===== config.mk =====
export PLATFORM = sky130hd
export DESIGN_NAME = lport_loop_sel
export DESIGN_NICKNAME = d
export VERILOG_FILES = /design/src/rtl/lport_loop_pkg.sv /design/src/rtl/lp_mode_decode.sv /design/src/rtl/lp_line_mux.sv /design/src/rtl/lp_payload_mux.sv /design/src/rtl/lport_loop_sel.sv
export SDC_FILE = /design/constraint.sdc
export NUM_CORES = 1
export LEC_CHECK = 0
export CORE_MARGIN = 2
export CORE_UTILIZATION = 40
export CTS_BUF_LIST = sky130_fd_sc_hd__clkbuf_4 sky130_fd_sc_hd__clkbuf_8
export CTS_CLUSTER_SIZE = 24
export DETAILED_ROUTE_END_ITERATION = 7
export DONT_BUFFER_PORTS = 1
export PLACE_DENSITY = 0.54
export SLEW_MARGIN = 20
export SYNTH_ARGS = -nofsm -noshare
export SYNTH_HDL_FRONTEND = slang
export SYNTH_SLANG_ARGS = --single-unit

===== constraint.sdc =====
create_clock -name clk -period 1.9 [get_ports clk]
set_input_delay 0.57 -clock clk [delete_from_list [all_inputs] [get_ports clk]]
set_output_delay 0.57 -clock clk [all_outputs]
set_load 0.02 [all_outputs]

===== src/rtl/lport_loop_pkg.sv =====
package lport_loop_pkg;

    typedef enum logic [2:0] {
        MODE_NORMAL  = 3'b000,
        MODE_TERM    = 3'b001,
        MODE_LINE    = 3'b010,
        MODE_PAYLOAD = 3'b011,
        MODE_DIAG_LN = 3'b110
    } lp_mode_e;

    typedef struct packed {
        logic [2:0] mode;
        logic       loopt;
        logic       ais_en;
        logic       ohm_mode;
        logic       framed;
        logic       strobe_dis;
        logic       flow_dis;
    } lp_ctrl_t;

    typedef struct packed {
        logic tlb;
        logic llb;
        logic dlb;
        logic plb;
        logic ais;
    } lp_dec_t;

    typedef struct packed {
        logic pos;
        logic neg;
    } lp_rail_t;

endpackage


===== src/rtl/lp_mode_decode.sv =====
module lp_mode_decode
    import lport_loop_pkg::*;
(
    input  lp_ctrl_t ctrl,
    output lp_dec_t  dec
);
    logic line_sel;
    logic term_sel;
    logic pay_sel;

    always_comb begin
        // low two bits 2'b10 select line loopback, top bit is don't-care
        line_sel = (ctrl.mode[1:0] == 2'b10);
        term_sel = (ctrl.mode == MODE_TERM);
        pay_sel  = (ctrl.mode == MODE_PAYLOAD);

        dec.tlb = term_sel && !ctrl.loopt;
        dec.llb = line_sel;
        dec.dlb = (ctrl.mode == MODE_DIAG_LN);
        dec.plb = pay_sel && !ctrl.ohm_mode;
        dec.ais = ctrl.ais_en && ((line_sel && !dec.dlb) || dec.plb);
    end
endmodule


===== src/rtl/lp_line_mux.sv =====
module lp_line_mux
    import lport_loop_pkg::*;
(
    input  logic clk,
    input  logic rst_n,
    input  logic tlb,
    input  logic llb,
    input  logic tx_lclk_i,
    input  logic tx_lpos_i,
    input  logic tx_lneg_i,
    input  logic tx_lohm_i,
    output logic tx_lclk_o,
    output logic tx_lpos_o,
    output logic tx_lneg_o,
    output logic tx_lohm_o,
    input  logic rx_lclk_i,
    input  logic rx_lpos_i,
    input  logic rx_lneg_i,
    input  logic rx_lohm_i,
    output logic rx_lclk_o,
    output logic rx_lpos_o,
    output logic rx_lneg_o,
    output logic rx_lohm_o
);
    lp_rail_t ret_d, ret_q;

    always_comb begin
        ret_d.pos = rx_lpos_i;
        ret_d.neg = rx_lneg_i;
    end

    always_ff @(posedge clk or negedge rst_n) begin
        if (!rst_n) ret_q <= '0;
        else        ret_q <= ret_d;
    end

    always_comb begin
        if (tlb) begin
            rx_lclk_o = tx_lclk_i;
            rx_lpos_o = tx_lpos_i;
            rx_lneg_o = tx_lneg_i;
            rx_lohm_o = tx_lohm_i;
        end else begin
            rx_lclk_o = rx_lclk_i;
            rx_lpos_o = rx_lpos_i;
            rx_lneg_o = rx_lneg_i;
            rx_lohm_o = rx_lohm_i;
        end
        if (llb) begin
            tx_lclk_o = rx_lclk_i;
            tx_lpos_o = ret_q.pos;
            tx_lneg_o = ret_q.neg;
            tx_lohm_o = 1'b0;
        end else begin
            tx_lclk_o = tx_lclk_i;
            tx_lpos_o = tx_lpos_i;
            tx_lneg_o = tx_lneg_i;
            tx_lohm_o = tx_lohm_i;
        end
    end

    // retimed rails in line loopback
    a_r4_retime: assert property (@(posedge clk) disable iff (!rst_n)
        (llb && $past(llb)) |-> (tx_lpos_o == $past(rx_lpos_i) && tx_lneg_o == $past(rx_lneg_i)));

    // overhead-mask output held low in line loopback
    a_r4_ohm_low: assert property (@(posedge clk) disable iff (!rst_n)
        llb |-> !tx_lohm_o);
endmodule


===== src/rtl/lp_payload_mux.sv =====
module lp_payload_mux
    import lport_loop_pkg::*;
#(
    parameter int PAY_W = 8
) (
    input  logic             clk,
    input  logic             rst_n,
    input  lp_dec_t          dec,
    input  logic             framed,
    input  logic             strobe_dis,
    input  logic             flow_dis,
    input  logic [PAY_W-1:0] rx_pay_i,
    output logic [PAY_W-1:0] rx_pay_o,
    input  logic [PAY_W-1:0] tx_pay_i,
    output logic [PAY_W-1:0] tx_fr_pay_o,
    input  logic             tx_sof_i,
    output logic             tx_fr_sof_o,
    input  logic             tx_den_int_i,
    input  logic             tx_sofo_int_i,
    output logic             tx_den_o,
    output logic             tx_sofo_o,
    output logic             flow_en_o,
    output logic             discard_o
);
    localparam logic [PAY_W-1:0] AIS_WORD = {PAY_W{1'b1}};

    logic strobe_kill;
    logic flow_gate;

    always_comb begin
        strobe_kill = dec.plb && strobe_dis;
        flow_gate   = dec.plb && framed;

        rx_pay_o    = dec.ais ? AIS_WORD : rx_pay_i;
        tx_fr_pay_o = dec.plb ? rx_pay_i : tx_pay_i;
        tx_fr_sof_o = dec.plb ? 1'b0 : tx_sof_i;
        tx_den_o    = strobe_kill ? 1'b0 : tx_den_int_i;
        tx_sofo_o   = strobe_kill ? 1'b0 : tx_sofo_int_i;
        flow_en_o   = !(flow_gate && flow_dis);
        discard_o   = flow_gate && !flow_dis;
    end

    // discarding and a disabled flow never coexist
    a_r9_flow_excl: assert property (@(posedge clk) disable iff (!rst_n)
        !(discard_o && !flow_en_o));

    // dual loopback never substitutes the alarm word
    a_r5_no_ais_dual: assert property (@(posedge clk) disable iff (!rst_n)
        (dec.dlb && dec.llb) |-> (rx_pay_o == rx_pay_i));

    // strobes forced low
    a_r8_strobes_low: assert property (@(posedge clk) disable iff (!rst_n)
        (dec.plb && strobe_dis) |-> (!tx_den_o && !tx_sofo_o));
endmodule


===== src/rtl/lport_loop_sel.sv =====
module lport_loop_sel
    import lport_loop_pkg::*;
#(
    parameter int PAY_W = 8
) (
    input  logic             clk,
    input  logic             rst_n,
    input  logic [2:0]       mode_i,
    input  logic             loopt_i,
    input  logic             ais_en_i,
    input  logic             ohm_mode_i,
    input  logic             framed_i,
    input  logic             strobe_dis_i,
    input  logic             flow_dis_i,
    input  logic             tx_lclk_i,
    input  logic             tx_lpos_i,
    input  logic             tx_lneg_i,
    input  logic             tx_lohm_i,
    output logic             tx_lclk_o,
    output logic             tx_lpos_o,
    output logic             tx_lneg_o,
    output logic             tx_lohm_o,
    input  logic             rx_lclk_i,
    input  logic             rx_lpos_i,
    input  logic             rx_lneg_i,
    input  logic             rx_lohm_i,
    output logic             rx_lclk_o,
    output logic             rx_lpos_o,
    output logic             rx_lneg_o,
    output logic             rx_lohm_o,
    input  logic [PAY_W-1:0] rx_pay_i,
    output logic [PAY_W-1:0] rx_pay_o,
    input  logic [PAY_W-1:0] tx_pay_i,
    output logic [PAY_W-1:0] tx_fr_pay_o,
    input  logic             tx_sof_i,
    output logic             tx_fr_sof_o,
    input  logic             tx_den_int_i,
    input  logic             tx_sofo_int_i,
    output logic             tx_den_o,
    output logic             tx_sofo_o,
    output logic             flow_en_o,
    output logic             discard_o,
    output logic             dlb_en_o
);
    lp_ctrl_t ctrl_d, ctrl_q;
    lp_dec_t  dec;

    always_comb begin
        ctrl_d.mode       = mode_i;
        ctrl_d.loopt      = loopt_i;
        ctrl_d.ais_en     = ais_en_i;
        ctrl_d.ohm_mode   = ohm_mode_i;
        ctrl_d.framed     = framed_i;
        ctrl_d.strobe_dis = strobe_dis_i;
        ctrl_d.flow_dis   = flow_dis_i;
    end

    always_ff @(posedge clk or negedge rst_n) begin
        if (!rst_n) ctrl_q <= '0;
        else        ctrl_q <= ctrl_d;
    end

    lp_mode_decode i_dec (
        .ctrl (ctrl_q),
        .dec  (dec)
    );

    lp_line_mux i_line (
        .clk       (clk),
        .rst_n     (rst_n),
        .tlb       (dec.tlb),
        .llb       (dec.llb),
        .tx_lclk_i (tx_lclk_i),
        .tx_lpos_i (tx_lpos_i),
        .tx_lneg_i (tx_lneg_i),
        .tx_lohm_i (tx_lohm_i),
        .tx_lclk_o (tx_lclk_o),
        .tx_lpos_o (tx_lpos_o),
        .tx_lneg_o (tx_lneg_o),
        .tx_lohm_o (tx_lohm_o),
        .rx_lclk_i (rx_lclk_i),
        .rx_lpos_i (rx_lpos_i),
        .rx_lneg_i (rx_lneg_i),
        .rx_lohm_i (rx_lohm_i),
        .rx_lclk_o (rx_lclk_o),
        .rx_lpos_o (rx_lpos_o),
        .rx_lneg_o (rx_lneg_o),
        .rx_lohm_o (rx_lohm_o)
    );

    lp_payload_mux #(.PAY_W(PAY_W)) i_pay (
        .clk           (clk),
        .rst_n         (rst_n),
        .dec           (dec),
        .framed        (ctrl_q.framed),
        .strobe_dis    (ctrl_q.strobe_dis),
        .flow_dis      (ctrl_q.flow_dis),
        .rx_pay_i      (rx_pay_i),
        .rx_pay_o      (rx_pay_o),
        .tx_pay_i      (tx_pay_i),
        .tx_fr_pay_o   (tx_fr_pay_o),
        .tx_sof_i      (tx_sof_i),
        .tx_fr_sof_o   (tx_fr_sof_o),
        .tx_den_int_i  (tx_den_int_i),
        .tx_sofo_int_i (tx_sofo_int_i),
        .tx_den_o      (tx_den_o),
        .tx_sofo_o     (tx_sofo_o),
        .flow_en_o     (flow_en_o),
        .discard_o     (discard_o)
    );

    assign dlb_en_o = dec.dlb;

    // loop timing keeps receive side on the pins
    a_r2_tlb_blocked: assert property (@(posedge clk) disable iff (!rst_n)
        ($past(loopt_i) && $past(mode_i) == MODE_TERM) |->
            (rx_lpos_o == rx_lpos_i && rx_lclk_o == rx_lclk_i));

    // diagnostic enable only with line loopback active
    a_r3_dlb_with_llb: assert property (@(posedge clk) disable iff (!rst_n)
        dlb_en_o |-> (tx_lclk_o == rx_lclk_i));

    // diagnostic enable follows the mode seen at the previous edge
    a_r11_dlb_latency: assert property (@(posedge clk) disable iff (!rst_n)
        ($past(mode_i) != MODE_DIAG_LN) |-> !dlb_en_o);
endmodule


After elaboration in Yosys (flattened, before gate mapping)
Index checks and enable logic that the tools add are counted.
{"block": "op_classes", "n_addsub": 0, "n_mul": 0, "reduce_logical": 14, "shifts": 0, "eq_ne": 4, "order_cmp": 0, "div": 0, "muxes": 13, "n_bitwise": 0}
{"operator": "two-way mux 8 bit", "n": 2}
{"operator": "two-way mux 1 bit", "n": 11}
{"operator": "logical AND 1 bit", "n": 8}
{"operator": "zero test 1 bit", "n": 5}
{"operator": "equality test 3 x 1 -> 1 bit (second input constant)", "n": 1}
{"operator": "equality test 3 x 2 -> 1 bit (second input constant)", "n": 1}
{"operator": "equality test 3 bit (second input constant)", "n": 1}
{"operator": "equality test 2 bit (second input constant)", "n": 1}
{"operator": "logical OR 1 bit", "n": 1}
{"block": "totals", "out_inout_bits": 30, "mem_count": 0, "latch_bits": 0, "ramBits": 0, "rom_bits": 0, "regBits": 11}

Longest topological paths before layout
Gate-level depths: netlist of the first run.
{"block": "depth", "word_depth": 6, "mapped_depth": 3}

Modules after synthesis
Synthesis of the first run repeated with hierarchy kept, for this count alone.
{"block": "hier_totals", "hier_cells": 48, "area_unflattened_um2": 635.6}
{"mod": "lport_loop_sel", "cells_each": 9, "area_per_inst_um2": 225.2, "n_inst": 1}
{"mod": "lp_payload_mux", "cells_each": 22, "area_per_inst_um2": 209.0, "n_inst": 1}
{"mod": "lp_line_mux", "cells_each": 10, "area_per_inst_um2": 135.1, "n_inst": 1}
{"mod": "lp_mode_decode", "cells_each": 7, "area_per_inst_um2": 66.3, "n_inst": 1}

Worst setup path before layout of the first run
Ideal clock, no wire load.
{"block": "synth_path", "path_type": "reg-to-output", "startpoint": "register ctrl_q[8] (netlist name)", "endpoint": "output port rx_lclk_o", "stages_incl_launch_ff": 3, "arrival_ps": 1191, "setup_slack_ps": 139, "t_required_ps": 1330, "cell_sequence": "dfrtp_1 nor4b_4 mux2_2"}
{"block": "synth_between", "elab_chain_len": 3}
{"element": "start, declared", "line_no": "lport_loop_sel.sv:45", "source": "lp_ctrl_t ctrl_d, ctrl_q;"}
{"element": "start signal, assigned", "line_no": "lport_loop_sel.sv:60", "source": "else ctrl_q <= ctrl_d;"}
{"element": "equality test 3 x 1 -> 1 bit", "line_no": "lp_mode_decode.sv:14", "source": "term_sel = (ctrl.mode == MODE_TERM);"}
{"element": "logical AND 1 bit", "line_no": "lp_mode_decode.sv:17", "source": "dec.tlb = term_sel && !ctrl.loopt;"}
{"element": "two-way mux 1 bit", "line_no": "lp_line_mux.sv:38", "source": "if (tlb) begin"}
{"element": "end, declared", "line_no": "lport_loop_sel.sv:27", "source": "output logic rx_lclk_o,"}
No other way between the ends.

Worst setup path in the final report of the first run
Ends and elaborated chain as after synthesis.

==> results_dict.tcl, run 1 <==
set metrics [dict create \
    outcome "finished with violations" \
    violations "setup timing" \
    fillCellCount 134 \
    wl_um 1720 \
    setup_viol 25 \
    clkPwrFrac_pct 26.7 \
    period_share_pct 109 \
    syn_to_final_growth_pct 36.4 \
    rsz0062_at_grt "yes" \
    clk_pin_slew_ns 0.07 \
    max_stage_delay_ns 0.39 \
    drc 0 \
    cts_sinks 11 \
    max_slew_margin_pct 68.7 \
    htree_levels 1 \
    max_cap_violations 0 \
    grt_overflow 0 \
    syn_area_per_cell_um2 13.3 \
    grt_pass1_vias 508 \
    grt.total_usage_pct 15.8 \
    grt_max_degree 12 \
    grt_pass1_wl_um 2240 \
    ys_types 19 \
    worst_pin_slew_ns 0.468 \
    crit_path_end_kind "output port" \
    syn-num-nets 89 \
    dpl.cell_count 77 \
    start_util_pct 43.7 \
    yosysSeqAreaShare_pct 40.4 \
    hold_viol 0 \
    synth_area_um2 681 \
    ys_warn_count 0 \
    critPathTopFamily "flip-flops" \
    port_buffers 0 \
    cts_tree "built" \
    synthTopCellsByArea "dfrtp_1 40%, mux2_4 18%, mux2_2 12%" \
    final_util_pct 59.6 \
    die_h_um 45.3 \
    power_density_nw_per_um2 618 \
    fmaxAchievable_mhz 483 \
    io_pins 68 \
    p_seq_share_pct 44.3 \
    crit_chain "buf_6 -> nor4b_4 -> buf_4 -> mux2_4" \
    die_w_um 45.3 \
    timing.hold.ws_ns 0.328 \
    core_um2 1560 \
    ir_worst_vdd_mv 0.524 \
    regArea_um2 277 \
    cts_buffers 3 \
    cp_slowest_cell "dfrtp_1" \
    path_class "reg2out" \
    postRouteAntennaNets 0 \
    cp.required_ns 1.33 \
    drtPass1Iterations 3 \
    rows 14 \
    hold_path_class "in2reg" \
    drv_slew 0 \
    p_leak_nw 0.416 \
    num_antenna_cells 0 \
    cp_max_fo 4 \
    cts_max_path_buffers 2 \
    wl_per_cell_um 19.5 \
    netlist.area_leader.share_pct 40.4 \
    vias_per_cell 5.78 \
    fp.dieArea_um2 2050 \
    startpoint_type "register" \
    multi_input_area_um2 410 \
    synth_top_area_cell "dfrtp_1" \
    cp.arrival_ns 1.50 \
    path_buf_inv 2 \
    p_sw_share_pct 30.0 \
    final_cells 88 \
    p_sw_w 0.000172 \
    final_cell_mix "12 x mux2_4, 12 x buf_4, 10 x dfrtp_1" \
    synth_cells 51 \
    hpwl_um 1430 \
    pwr-share-comb_pct 29.0 \
    drt_iter0_drc 4 \
    intPower_w 0.000402 \
    globalplace.congestion 0.804 \
    vias 509 \
    antenna_found_initial 0 \
    ys_ff_latch 11 \
    layout_setup_ws_ns -0.171 \
    layout.nets 111 \
    period_needed_ns 2.07 \
    cts-root-buf "clkbuf_4" \
    drive_gt1_share_pct 61.1 \
]
[power by group through the flow]
stage	clock network [W]	logic (W)	registers, W
finish	0.000153	0.000166	0.000254
global route	0.000174	0.000175	0.000256
CTS	0.000157	0.000163	0.000254
detailed placement	0	0.000141	0.000259
global placement	0	0.000141	0.000258
floorplan	0	0.000111	0.000257
[synth_stat cells]
master and n:
and4bb_2 1, inv_1 1, a21boi_0 2, nor2_1 1
and4bb_1 1, o21bai_1 8, nor2b_1 1, mux2_2 7
nand2b_1 1, nand4b_1 1, dfrtp_1 11, and3b_2 1
and2_1 2, buf_6 1, nand3b_1 1, and2b_1 1
clkbuf_2 1, mux2_4 8, nor4b_4 1
[logic make-up after synthesis]
kind of cell,after synthesis,synth area share (%)
AOI/OAI and AO/OA,10,11.0
DFF,11,40.4
buffers and inverters,3,2.94
and+or+nand+nor,12,16.4
muxes,15,29.2
[path summary, 6_finish.rpt]
path / startpoint / cells past startpoint / end
max in group asynchronous: rst_n / 1 / ctrl_q[7]
min in group asynchronous: rst_n / 1 / ctrl_q[5]
hold / removal: mode_i[1] / 0 / ctrl_q[7]
setup / recovery: ctrl_q[8] / 4 / rx_lclk_o
[metal layers]
| layer | wire length, um | up-vias | global-route usage [%] | part of all wire, % |
|---|---|---|---|---|
| li1 | - | 228 | - | - |
| met4 | 0 | 0 | 5.29 | 0 |
| met2 | 927 | 48 | 30.6 | 54 |
| met1 | 605 | 233 | 15.9 | 35 |
| met3 | 185 | 0 | 4.40 | 11 |
| met5 | 0 | - | 0 | 0 |
[state kept, by name, summed over array words and instances, names as in the netlist]
signal and cells:
ctrl_q 9, i_line.ret_q 2
[layout make-up]
class	instances	area share [%]
Multi-Input combinational cell	37	44.2
Sequential cell	11	29.8
Timing Repair Buffer	19	20.5
Clock buffer	3	2.43
Tap cell	16	2.16
Clock inverter	1	0.539
Inverter	1	0.404
[per-stage QoR]
step                      total power, W  setup TNS (ns)  setup WS (ns)  cell area [um^2]
after global routing            0.000604           -4.32         -0.235               928
after global placement          0.000399               0         0.0931               787
final                           0.000574           -2.56         -0.171               928
after floorplan                 0.000368               0          0.139               681
after CTS                       0.000574           -2.84         -0.178               908
after detailed placement        0.000400               0         0.0667               787
[repair_timing]
action                                  in CTS  in global routing
hold buffers                                 1                  0
gates cloned                                 1                  0
setup buffers                                4                  1
endpoints found under the hold margin       11                  0
pin swaps                                    2                  2
gates resized for setup                     12                  5
endpoints found under the setup margin      24                 28
(Power assumes the default switching activity.)
==> run 2: changes to the inputs <==
CAP_MARGIN = 25   (was not set)
MAX_ROUTING_LAYER = met4   (was not set)
==> run 2 against run 1 <==
Net effect:
- the run still ends with setup timing left
- via count fell by 0.59%
- sequential power about the same
- wire length is 0.12% higher
- worst setup slack hardly changed
- maximum frequency hardly changed
- final cell count unchanged
- highest routed layer unchanged
- sequential share of layout area unchanged
- count of clock-buffer cells in the layout unchanged
- critical endpoint unchanged
- clock power about the same
- core utilization unchanged
==> results_dict.tcl, run 2 (synthesis gave the netlist of run 1 again) <==
set metrics [dict create \
    outcome "finished with violations" \
    violations "setup timing" \
    port_buffers 0 \
    top_register "ctrl_q" \
    hold_viol 0 \
    fillCellCount 134 \
    clk_pin_slew_ns 0.07 \
    layout.nets 111 \
    num_antenna_cells 0 \
    finalInstanceArea_um2 928 \
    multi_input_area_um2 410 \
    critPathTopFamily "flip-flops" \
    fmaxAchievable_mhz 483 \
    ir_worst_vdd_mv 0.524 \
    die_w_um 45.3 \
    reg_top3 "ctrl_q (9), i_line.ret_q (2)" \
    placed_area_um2 787 \
    startpoint_type "register" \
    wl_um 1720 \
    power_density_nw_per_um2 617 \
    routed-wl-met2_um 927 \
    drive_gt1_share_pct 61.1 \
    cts_buffers 3 \
    crit_path_end_kind "output port" \
    drtPass1Iterations 3 \
    core_um2 1560 \
    crit_chain "buf_6 -> nor4b_4 -> buf_4 -> mux2_4" \
    hpwl_um 1430 \
    regArea_um2 277 \
    htree_levels 1 \
    cp_slowest_cell "dfrtp_1" \
    vias 506 \
    grt.total_usage_pct 16.3 \
    vias_per_cell 5.75 \
    drc 0 \
    max_slew_margin_pct 68.7 \
    postRouteAntennaNets 0 \
    cp_max_fo 4 \
    grt_overflow 0 \
    syn_to_final_growth_pct 36.4 \
    die_h_um 45.3 \
    drt_iter0_drc 4 \
    period_share_pct 109 \
    max_cap_violations 0 \
    hold_path_class "in2reg" \
    pre_cts_ws_ns 0.0667 \
    final_cell_mix "12 x mux2_4, 12 x buf_4, 10 x dfrtp_1" \
    worst_pin_slew_ns 0.468 \
    path_buf_inv 2 \
    grt_pass1_wl_um 2240 \
    start_util_pct 43.7 \
    p_leak_nw 0.416 \
    layout_setup_ws_ns -0.171 \
    rows 14 \
    period_needed_ns 2.07 \
    fp.dieArea_um2 2050 \
    cp.arrival_ns 1.50 \
    path_class "reg2out" \
    io_pins 68 \
    top_layer "met3" \
    cts_max_path_buffers 2 \
    total_power_w 0.000573 \
    wl_met1_um 611 \
    dr_wl_met3_um 181 \
    globalplace.congestion 0.816 \
    antenna_found_initial 0 \
    cts_sinks 11 \
    cp.required_ns 1.33 \
    setup_viol 25 \
    rsz0062_at_grt "yes" \
    cts-root-buf "clkbuf_4" \
    drv_slew 0 \
    largest_register_ffs 9 \
    max_stage_delay_ns 0.39 \
    grt_pass1_vias 514 \
    grt_max_degree 12 \
    wl_per_cell_um 19.5 \
    cts_tree "built" \
]
## run 2: path summary, 6_finish.rpt
kind | cells after the start | from | to
max in group asynchronous | 1 | rst_n | ctrl_q[7]
max | 4 | ctrl_q[8] | rx_lclk_o
min | 0 | mode_i[1] | ctrl_q[7]
min in group asynchronous | 1 | rst_n | ctrl_q[5]
## run 2: what timing repair did
action	4_1_cts	5_1_grt
pin swaps	2	2
endpoints found under the setup margin	24	28
resized for setup	12	5
hold endpoints to repair	11	0
cloned	1	0
hold buffers	1	0
buffers inserted	4	1
## run 2: layer usage
| layer | global-route usage [%] | up-vias |
|---|---|---|
| met4 | 5.29 | 0 |
| met1 | 16.7 | 232 |
| met3 | 3.20 | 0 |
| li1 | - | 228 |
| met5 | - | - |
| met2 | 30.6 | 46 |
## run 2: final cells by class
| type | instances | share of cell area, % |
|---|---|---|
| sequential | 11 | 29.8 |
| tap | 16 | 2.16 |
| clock buffer | 3 | 2.43 |
| clock inverter | 1 | 0.539 |
| timing repair buffer | 19 | 20.5 |
| multi-input combinational | 37 | 44.2 |
| inverter | 1 | 0.404 |
## run 2: power breakdown
part	switching (W)	internal, W	total [W]	leakage, nW
Sequential	0.00000773	0.000246	0.000254	0.127
Clock	0.0000753	0.0000777	0.000153	0.0177
Combinational	0.0000887	0.0000777	0.000166	0.271
Total	0.000172	0.000402	0.000573	0.416
## run 2: through the flow
| step | utilization, % | hold WS (ns) | std cells | TNS (ns) |
|---|---|---|---|---|
| floorplan | - | 0.274 | 51 | 0 |
| CTS | 58.3 | 0.323 | 87 | -2.84 |
| detailed placement | 50.5 | 0.275 | 77 | 0 |
| finish | 59.6 | 0.329 | 88 | -2.56 |
| global placement | 50.5 | 0.275 | 77 | 0 |
| global route | 59.6 | 0.308 | 88 | -4.32 |
